File: src/rtl/pirq_router.sv
module pirq_router #(
  parameter int              NUM_PIRQ   = 4,
  parameter int              NUM_IRQ    = 16,
  parameter int              AW         = 8,
  parameter int              SLOT_W     = 5,
  parameter logic [AW-1:0]   ROUTE_BASE = 8'h60,
  parameter logic [7:0]      ROUTE_RST  = 8'h80
) (
  input  logic                        clk,
  input  logic                        rst_n,
  input  logic                        cfg_wr_en,
  input  logic [AW-1:0]               cfg_addr,
  input  logic [31:0]                 cfg_wdata,
  input  logic [3:0]                  cfg_be,
  input  logic [AW-1:0]               cfg_rd_addr,
  output logic [31:0]                 cfg_rdata,
  input  logic [NUM_PIRQ-1:0]         pirq_in,
  output logic [NUM_IRQ-1:0]          irq_out,
  input  logic [SLOT_W-1:0]           slot_num,
  input  logic [$clog2(NUM_PIRQ)-1:0] intx_pin,
  output logic [$clog2(NUM_PIRQ)-1:0] slot_pirq
);

  localparam int PW = $clog2(NUM_PIRQ);

  logic [NUM_PIRQ-1:0][7:0] route_q;
  logic [NUM_PIRQ-1:0][7:0] route_nxt;
  logic [NUM_IRQ-1:0]       irq_nxt;

  for (genvar n = 0; n < NUM_PIRQ; n++) begin : g_route
    localparam logic [AW-1:0] RADDR = AW'(ROUTE_BASE + AW'(n));
    localparam int            LANE  = int'(RADDR[1:0]);
    logic hit;
    assign hit          = cfg_wr_en && (cfg_addr[AW-1:2] == RADDR[AW-1:2]) && cfg_be[LANE];
    assign route_nxt[n] = hit ? cfg_wdata[8*LANE +: 8] : route_q[n];

    always_ff @(posedge clk) begin
      if (!rst_n) route_q[n] <= ROUTE_RST;
      else        route_q[n] <= route_nxt[n];
    end
  end

  always_comb begin
    irq_nxt = '0;
    for (int k = 0; k < NUM_IRQ; k++)
      for (int n = 0; n < NUM_PIRQ; n++)
        if (route_nxt[n] == 8'(k) && pirq_in[n]) irq_nxt[k] = 1'b1;
  end

  always_ff @(posedge clk) begin
    if (!rst_n) irq_out <= '0;
    else        irq_out <= irq_nxt;
  end

  always_comb begin
    cfg_rdata = '0;
    for (int n = 0; n < NUM_PIRQ; n++) begin
      logic [AW-1:0] ra;
      ra = AW'(ROUTE_BASE + AW'(n));
      if (cfg_rd_addr[AW-1:2] == ra[AW-1:2])
        cfg_rdata[8*ra[1:0] +: 8] = route_q[n];
    end
  end

  assign slot_pirq = intx_pin + slot_num[PW-1:0] - PW'(1);


  idle_quiet_chk: assert property (@(posedge clk) disable iff (!rst_n)
    (pirq_in == '0) |=> (irq_out == '0));


  fanin_bound_chk: assert property (@(posedge clk) disable iff (!rst_n)
    $countones(irq_out) <= $countones($past(pirq_in)));


  route_hold_chk: assert property (@(posedge clk) disable iff (!rst_n)
    !cfg_wr_en |=> $stable(route_q));


  slot_one_chk: assert property (@(posedge clk) disable iff (!rst_n)
    (slot_num == SLOT_W'(1)) |-> (slot_pirq == intx_pin));

endmodule

File: config.mk
export PLATFORM = sky130hd
export DESIGN_NAME = pirq_router
export DESIGN_NICKNAME = d
export VERILOG_FILES = /design/src/rtl/pirq_router.sv
export SDC_FILE = /design/constraint.sdc
export NUM_CORES = 1
export LEC_CHECK = 0
export BUFFER_PORTS_ARGS = -buffer_cell sky130_fd_sc_hd__clkbuf_2
export CORE_UTILIZATION = 46
export CTS_CLUSTER_DIAMETER = 50
export DETAILED_ROUTE_END_ITERATION = 6
export PLACE_DENSITY = 0.8
export SLEW_MARGIN = 20
export SYNTH_ARGS = -nofsm -noshare
export SYNTH_HDL_FRONTEND = slang
export SYNTH_SLANG_ARGS = --single-unit
File: constraint.sdc
create_clock -name clk -period 1.7 [get_ports clk]
set_input_delay 0.17 -clock clk [delete_from_list [all_inputs] [get_ports clk]]
set_output_delay 0.17 -clock clk [all_outputs]
set_load 0.01 [all_outputs]
==> metrics.md <==
| Metric | Value |
|---|---|
| Status | `finished, final reports clean` |
| Rel. slew slack | `71.3%` |
| Layout Skew | `0.00667 ns` |
| Vias in the first global route | `3284` |
| Worst-Margin Slew | `0.431 ns` |
| IO Pins | `116` |
| Largest net degree at the start of global routing | `33` |
| Net Count, Synth | `492` |
| Clock latency on the worst-skew pair | `0.31 ns` |
| Cells after synthesis | `425` |
| Largest delay share family, worst path | `buffers and inverters` |
| Synth Area in Adders | `0.377%` |
| CP required | `1.90 ns` |
| Worst Setup Start Kind | `input port` |
| Via/cell ratio | `5.45` |
| Initial antenna violation count | `0` |
| CP max-delay cell | `o41a_1` |
| Seq/Total Area, Yosys | `28.9%` |
| Unrepaired setup endpoints after global routing | `false` |
| Syn-to-layout area delta | `31.5%` |
| H-tree Lvls | `2` |
| Die height | `87.0 µm` |
| Synth Area in Compound Gates | `14.4%` |
| Reg2reg path depth | `6` |
| Num rows | `30` |
| Initial drt markers | `163` |
| Worst Hold Class | `input port to flop` |
| Largest family of logic cells by synthesized area | `simple AND/OR/NAND/NOR gates` |
| Layout cells sized above 1 | `33.6%` |
| Setup CP Type | `input port to flop` |
| Tot GR Track Use | `25.6%` |
| CTS root buf | `clkbuf_8` |
| Fin util | `63.6%` |
| Cell variety after synth | `43` |
| Area occupied by multi-input gates | `2270 µm²` |
| Core ar. | `6870 µm²` |
| Vias | `3607` |
| Placed Cells | `654` |
| Worst path max stage delay | `0.39 ns` |
| Register area | `961 µm²` |
| PwrDens | `482 nW/µm²` |
| Nets | `632` |
| Max VDD drop | `366 µV` |
| Hold depth | `3` |
| Post-Synth XOR/XNOR Area | `0.527%` |
| Gpl congestion | `0.950` |
| Buf+Inv Stages, Crit Path | `4` |
| Max Cap Viol | `0` |
| Final setup fails | `0` |
| Antenna Cells | `0` |
| First-pass GRT wire length | `15.4 mm` |
| Final max-slew violation count | `0` |
| Die ar. | `7570 µm²` |
| Final hold vios | `0` |
| Total power | `2110 µW` |
| Syn Area/Cell | `7.82 µm²` |
| Synth warnings | `0` |
| DP HPWL | `7.44 mm` |
| Post-Syn Area | `3320 µm²` |
| Fillers | `626` |
| # hold bufs at CTS | `0` |
| Routed len/inst | `14.5 µm` |
| P_leak | `0.00178 µW` |
| Fin crit period | `1.62 ns` |
| Post-synthesis simple-gate area fraction | `41.5%` |
| Worst-path fanout max | `8` |
| Fin crit share | `95.2%` |
| CP most frequent cell | `buf_4` |
| Worst path depth | `9` |
| Maximum root-to-sink buffer count | `2` |
| CP cell instances | `clkbuf_2 > and4b_1 > buf_4 > and3_1 > buf_12 > buf_4 > mux2_2 > nor2_1 > o41a_1` |
| Die Width | `87.0 µm` |
| WL final | `9.59 mm` |
| Post-DRT Antenna Nets | `0` |
| Clock buffer count from CTS | `5` |
| GR Overflow Total | `0` |
| CTS Sinks | `48` |
| Clock Pin Slew Worst Setup and Hold Paths | `0.09 ns` |
| Worst endpoint data arrival time | `1.82 ns` |
| DRC Markers | `0` |
| Pre-antenna DRT Iters | `6` |
| CTS tree | `done` |
| Port Buffer Count | `108` |
| Max Freq | `618 MHz` |
| Initial Util | `48.4%` |
| Synth Register Bits | `48` |
| Mux contribution to synthesized area | `9.98%` |
| Final cell count without fillers | `662` |
| Crit. End Element | `flop` |
[registers in the layout (all words and copies together) (netlist names)]
register,count
irq_out,16
route_q,32
[report_power, final]
part           internal, µW  total [µW]  leakage (µW)  switching [µW]
Clock                   326         731     0.0000510             405
Sequential             1130        1130      0.000387            2.32
Combinational           119         247       0.00135             128
[path summary, 6_finish.rpt]
path	start	endpoint	slack (ns)
min reg2reg	route_q[21]	route_q[21]	0.49
max reg2reg	route_q[12]	irq_out[12]	0.09
max	cfg_wr_en	irq_out[7]	0.08
min	cfg_wdata[31]	route_q[31]	0.1
[metal layers]
| layer | part of all wire, % | track usage (%) | vias to the layer above |
|---|---|---|---|
| li1 | - | - | 1789 |
| met1 | 45 | 33.3 | 1668 |
| met2 | 47 | 43.6 | 136 |
| met3 | 5.8 | 4.08 | 14 |
| met5 | 0 | 0 | - |
| met4 | 1.6 | 7.42 | 0 |
[cell families (layout without fill, tap and decap cells)]
family	after synthesis	in the layout
buffers and inverters	24	165
flip-flops	48	48
XOR/XNOR	2	2
adder cells (fa/ha/maj)	1	1
AND/OR/NAND/NOR	253	253
multiplexers	31	31
AO/OA/AOI/OAI	66	66
[synthesized netlist by cell type (all sizes together)]
cell type,instances,area [µm²]
o22ai,10,62.6
nor3,4,31.3
nand3,25,130
clkbuf,10,37.5
a21boi,21,158
nand4b,4,35.0
a31oi,1,6.26
nand4,12,75.1
nor4b,1,15.0
and4b,1,10.0
mux2,11,128
or4,2,15.0
nand2b,6,37.5
nand2,64,240
nor4,6,37.5
o31a,10,87.6
mux2i,20,204
nor2,34,128
a21oi,16,80.1
nand3b,15,113
inv,3,11.3
dfxtp,48,961
nand4bb,1,11.3
and2,33,206
or3,6,37.5
nor2b,32,203
o41a,6,67.6
ha,1,12.5
or3b,2,17.5
o21a,2,15.0
and3,3,20.0
nor3b,2,15.0
xnor2,2,17.5
buf,11,96.3
[tightest hold or removal path, stage by stage]
cell and delay, ns:
clkbuf_2 0.09, nand2_1 0.04, nand3_1 0.07
[layout by cell type, fill, tap and decap left out, drive strengths merged]
| cell | instances |
|---|---|
| a21boi | 21 |
| a21oi | 16 |
| a31oi | 1 |
| and2 | 33 |
| and3 | 3 |
| and4b | 1 |
| buf | 46 |
| clkbuf | 114 |
| clkinv | 2 |
| dfxtp | 48 |
| ha | 1 |
| inv | 3 |
| mux2 | 11 |
| mux2i | 20 |
| nand2 | 64 |
| nand2b | 6 |
| nand3 | 25 |
| nand3b | 15 |
| nand4 | 12 |
| nand4b | 4 |
| nand4bb | 1 |
| nor2 | 34 |
| nor2b | 32 |
| nor3 | 4 |
| nor3b | 2 |
| nor4 | 6 |
| nor4b | 1 |
| o21a | 2 |
| o22ai | 10 |
| o31a | 10 |
| o41a | 6 |
| or3 | 6 |
| or3b | 2 |
| or4 | 2 |
| xnor2 | 2 |
[layout make-up]
type                            count  area share [%]
Clock inverter                      2           0.229
Timing Repair Buffer              154            20.9
Tap cell                           96            2.75
Inverter                            3           0.258
Sequential cell                    48            22.0
Multi-Input combinational cell    353            52.0
Clock buffer                        6            1.89
[through the flow]
step / setup TNS [ns] / hold WS (ns) / setup WS [ns] / cell area [µm²]
finish: 0 / 0.0957 / 0.0808 / 4370
global route: 0 / 0.0957 / 0.00168 / 4370
CTS: 0 / 0.0866 / 0.0122 / 4320
detailed placement: -3.42 / 0.403 / -0.308 / 4220
global placement: -2.85 / 0.398 / -0.257 / 4220
floorplan: -0.0383 / 0.294 / -0.0131 / 3320
[what timing repair did]
action	4_1_cts	5_1_grt
setup endpoints to repair	0	15
buffers inserted	0	0
gates resized for setup	0	9
Note: power is estimated with default switching activity, not from simulation.
